===== src/rtl/dual_acc_mac.sv =====
module dual_acc_mac #(
  parameter int DW = 16,
  parameter int GW = 8
) (
  input  logic             clk,
  input  logic             rst_n,
  input  logic             op_valid,
  input  logic [2:0]       op_code,
  input  logic             round,
  input  logic             x_signed,
  input  logic             y_signed,
  input  logic             frac_mode,
  input  logic             acc_sel,
  input  logic [DW-1:0]    x_in,
  input  logic [DW-1:0]    y_in,
  output logic [2*DW+GW-1:0] acc0,
  output logic [2*DW+GW-1:0] acc1,
  output logic             ovf0,
  output logic             ovf1
);
  localparam int PW = 2 * DW;
  localparam int AW = PW + GW;
  localparam int EW = DW + 1;
  localparam int XW = AW - 2 * EW;
  localparam logic [2:0] OP_MUL = 3'd0;
  localparam logic [2:0] OP_ADD = 3'd1;
  localparam logic [2:0] OP_SUB = 3'd2;
  localparam logic [2:0] OP_CLR = 3'd3;
  localparam logic [2:0] OP_SAT = 3'd4;
  localparam logic [AW-1:0] SAT_POS = {{(GW+1){1'b0}}, {(PW-1){1'b1}}};
  localparam logic [AW-1:0] SAT_NEG = ~SAT_POS;
  localparam logic [AW-1:0] RND_ADD = {{(AW-DW){1'b0}}, 1'b1, {(DW-1){1'b0}}};
  localparam logic [AW-1:0] LOW_CLR = {{(AW-DW){1'b1}}, {DW{1'b0}}};

  function automatic logic out_of_range(input logic [AW-1:0] v);
    return !((&v[AW-1:PW-1]) || !(|v[AW-1:PW-1]));
  endfunction

  logic [AW-1:0] acc_q [2];
  logic          ovf_q [2];

  logic signed [EW-1:0]   x_ext, y_ext;
  logic signed [2*EW-1:0] prod;
  logic [AW-1:0]          prod_ext, prod_al, cur, sum, res;
  logic                   cur_ovf;

  assign x_ext    = {x_signed & x_in[DW-1], x_in};
  assign y_ext    = {y_signed & y_in[DW-1], y_in};
  assign prod     = x_ext * y_ext;
  assign prod_ext = {{XW{prod[2*EW-1]}}, prod};
  assign prod_al  = frac_mode ? (prod_ext << 1) : prod_ext;
  assign cur      = acc_q[acc_sel];
  assign cur_ovf  = ovf_q[acc_sel];

  always_comb begin
    case (op_code)
      OP_ADD:  sum = cur + prod_al;
      OP_SUB:  sum = cur - prod_al;
      default: sum = prod_al;
    endcase
  end

  assign res = round ? ((sum + RND_ADD) & LOW_CLR) : sum;

  logic          wr;
  logic [AW-1:0] nxt_val;
  logic          nxt_ovf;

  always_comb begin
    wr      = 1'b0;
    nxt_val = cur;
    nxt_ovf = cur_ovf;
    if (op_valid) begin
      case (op_code)
        OP_MUL, OP_ADD, OP_SUB: begin
          wr      = 1'b1;
          nxt_val = res;
          nxt_ovf = out_of_range(res);
        end
        OP_CLR: begin
          wr      = 1'b1;
          nxt_val = '0;
          nxt_ovf = 1'b0;
        end
        OP_SAT: begin
          wr = cur_ovf;
          nxt_val = cur[AW-1] ? SAT_NEG : SAT_POS;
          nxt_ovf = 1'b0;
        end
        default: wr = 1'b0;
      endcase
    end
  end

  for (genvar i = 0; i < 2; i++) begin : g_acc
    always_ff @(posedge clk or negedge rst_n) begin
      if (!rst_n) begin
        acc_q[i] <= '0;
        ovf_q[i] <= 1'b0;
      end else if (wr && (acc_sel == i[0])) begin
        acc_q[i] <= nxt_val;
        ovf_q[i] <= nxt_ovf;
      end
    end


    other_acc_held_chk: assert property (@(posedge clk) disable iff (!rst_n)
      (op_valid && acc_sel != i[0]) |=> ($stable(acc_q[i]) && $stable(ovf_q[i])));

    idle_hold_chk: assert property (@(posedge clk) disable iff (!rst_n)
      (!op_valid || op_code > OP_SAT) |=> ($stable(acc_q[i]) && $stable(ovf_q[i])));

    clear_zero_chk: assert property (@(posedge clk) disable iff (!rst_n)
      (op_valid && op_code == OP_CLR && acc_sel == i[0]) |=> (acc_q[i] == '0 && !ovf_q[i]));

    ovf_range_chk: assert property (@(posedge clk) disable iff (!rst_n)
      ovf_q[i] == out_of_range(acc_q[i]));

    sat_clamp_chk: assert property (@(posedge clk) disable iff (!rst_n)
      (op_valid && op_code == OP_SAT && acc_sel == i[0] && ovf_q[i])
      |=> ((acc_q[i] == SAT_POS || acc_q[i] == SAT_NEG) && !ovf_q[i]));

    round_low_chk: assert property (@(posedge clk) disable iff (!rst_n)
      (op_valid && round && op_code <= OP_SUB && acc_sel == i[0])
      |=> (acc_q[i][DW-1:0] == '0));
  end

  assign acc0 = acc_q[0];
  assign acc1 = acc_q[1];
  assign ovf0 = ovf_q[0];
  assign ovf1 = ovf_q[1];
endmodule


===== config.mk =====
export PLATFORM = sky130hd
export DESIGN_NAME = dual_acc_mac
export DESIGN_NICKNAME = d
export VERILOG_FILES = /design/src/rtl/dual_acc_mac.sv
export SDC_FILE = /design/constraint.sdc
export NUM_CORES = 1
export LEC_CHECK = 0
export BUFFER_PORTS_ARGS = -buffer_cell sky130_fd_sc_hd__buf_4
export CORE_MARGIN = 8
export CORE_UTILIZATION = 58
export DETAILED_ROUTE_END_ITERATION = 7
export GPL_TIMING_DRIVEN = 0
export PLACE_DENSITY = 0.8
export SYNTH_ARGS = -nofsm -noshare
export SYNTH_HDL_FRONTEND = slang
export SYNTH_SLANG_ARGS = --single-unit

===== constraint.sdc =====
create_clock -name clk -period 4.2 [get_ports clk]
set_input_delay 0.21 -clock clk [delete_from_list [all_inputs] [get_ports clk]]
set_output_delay 0.21 -clock clk [all_outputs]
set_load 0.03 [all_outputs]

==> metrics <==
Hold Buf Count CTS=0; WL/cell=21.4 um; largest net degree at the start of global routing=83; die area=42,600 um^2; I/O Pins=125; failing checks=setup timing; Slowest cell on crit path=or4_4; post-synth top area cell=fa_1; unrepaired setup endpoints after global routing=yes; htree depth=3; most used cell, CP=fa_1; crit path from=x_in[7]; Max stage delay on crit path=0.55 ns; Reg clk slew, reported paths=0.07 ns; Tot GR Track Use=33.3%; ANT cells=0; DRC viols=0; R2R Setup Slk=-0.94 ns; Gate Count Post-Synth=2,590; vias in the first global route=21,200; TritonCTS buffer count=9; most frequent cells after synthesis=nand2_1, inv_1, fa_1, nor2_1, and2_1; Synth Register Bits=82; Synth Cell Area=21,000 um^2; CP endpoint kind=flip-flop; post-synthesis sequential area ratio=9.76%; initial antenna violation count=1; Slew Viols, Final=0; most frequent cell after synthesis=nand2_1; Worst Path Required=4.41 ns; final setup violation count=74; synth-to-layout area growth=29.9%; Clock Latency Late Sink=0.35 ns; CTS tree=yes; Sink Count=82; Final min period=10.44 ns; dpl hpwl=55,400 um; Routed Antenna Nets=0; Fmax=95.8 MHz; Synth top area share=28.3%; RR Endpoint=ovf0; Vert. Die Dim=206 um; Top FF cell, synth=dfrtp_1; DRT Wirelength=71,800 um; Core Rows=69; maxcap violations=0; top cells by area, synth=fa_1, dfrtp_1, nand2_1; pre-CTS WS=-7.48 ns; Net Count, Synth=3,056; deepest clock path buffer count=2; Iter 0 DRT Violations=1,812; Starting Density=59.0%; transition time of the tightest slew-check pin=1.06 ns; final hold slack=0.0372 ns; Critical Path Start Type=input pin; Hold Vio Cnt, Final=0; fin nets=3,356; die width=206 um; worst setup path class=input pin to flip-flop; R2R cell count=19; number of synthesis warnings=0; hold crit path type=input pin to asynchronous set/reset pin; Fin Clk Skew=0.0130 ns; first-pass detailed-route iteration total=6; R2R Path Start=acc1[3]; post-synth cell types=109; fraction of registers with async set/reset=100%; vias per cell=6.17; final worst slack=-6.24 ns; Final Cycle Share=248%; vias=20,700; Avg Inst Size Synth=8.12 um^2; status=complete, but fails checks; Slew HR=29.2%; CP Max Fanout=8; first-pass GRT wire length=111,000 um; CP Capture Point=ovf0; Core ar.=35,700 um^2; crit path DAT=10.65 ns; total grt overflow=0; Final Wtd Congestion=0.951; EDFF count, synth=0; fill cell count=2,523; Root Buffer=clkbuf_16; port bufs=117; layout cell share with drive strength beyond 1=29.3%
==> cells in the final DEF, fill, tap and decap left out, types with 20 or more instances in the layout <==
master and n:
and2_1 124, dfrtp_1 82, mux2_2 46, o21ai_2 23, buf_4 257, fa_1 285
clkbuf_1 51, ha_4 24, inv_1 309, nand2_2 25, o211ai_1 30, o21ai_0 44
o31ai_1 29, nor3_1 25, a21oi_1 75, clkbuf_16 34, xnor2_1 47, buf_6 34
xor2_1 25, a21o_1 20, ha_1 91, a21oi_2 37, nand3_1 29, inv_2 20
o21ai_1 34, nor2_1 135, nand2_1 395
==> flip-flops by register name, summed over array words and instances, names as in the netlist <==
| register | cells |
|---|---|
| ovf1 | 1 |
| acc1 | 40 |
| ovf0 | 1 |
| acc0 | 40 |
==> per-layer routing <==
layer,wire length [um],GRT usage (%),vias up
met4,1980,9.05,0
met2,34100,54.2,982
li1,-,-,9200
met3,6930,8.09,165
met5,0,0,-
met1,28700,44.0,10400
==> what timing repair did <==
action	4_1_cts	5_1_grt
gates cloned	1	1
resized for setup	231	232
setup buffers	116	69
pin swaps	129	149
endpoints found under the setup margin	78	76
==> worst min-delay path by stage <==
stage,endpoint
after CTS,acc1[5]
after detailed placement,acc0[2]
after floorplan,acc0[0]
after global routing,acc1[3]
after global placement,acc1[3]
final,acc1[5]
==> critical path, delay by kind of cell <==
| kind | cells | cell delay (ns) |
|---|---|---|
| buf+inv | 8 | 0.76 |
| xor+xnor | 2 | 0.28 |
| fa+ha+maj | 8 | 3.53 |
| simple gates | 11 | 3.20 |
| compound gates | 13 | 2.67 |
==> per-stage QoR <==
step / area (um^2) / utilization, % / std cells / setup TNS (ns)
after global routing: 27300 / 76.6 / 3356 / -320.25
after CTS: 25800 / 72.3 / 3295 / -290.71
after detailed placement: 23500 / 65.8 / 3168 / -356.75
after floorplan: 22000 / - / 2590 / -270.48
final: 27300 / 76.6 / 3356 / -303.63
after global placement: 23500 / 65.8 / 3168 / -352.04
==> logic make-up (layout without fill, tap and decap cells) <==
logic type | count (synthesis) | in the layout | synth area share, %
AND/OR/NAND/NOR | 937 | 937 | 21.4
AO/OA/AOI/OAI | 510 | 510 | 16.4
buffers and inverters | 468 | 773 | 8.56
XOR/XNOR | 99 | 99 | 4.29
adder cells (fa/ha/maj) | 423 | 423 | 35.8
flip-flops | 82 | 82 | 9.76
multiplexers | 71 | 71 | 3.75
==> final cells by class <==
cell class,instances,area [um^2],area share [%]
Clock inverter,6,65.1,0.238
Clock buffer,10,229,0.839
Inverter,332,1250,4.59
Timing Repair Buffer,298,2490,9.11
Tap cell,461,577,2.11
Sequential cell,82,2050,7.52
Buffer,127,1270,4.64
Multi-Input combinational cell,2040,19400,71.0
Power is not shown: default switching activity piles up to over one toggle a cycle in this logic, so the estimate is an artifact.
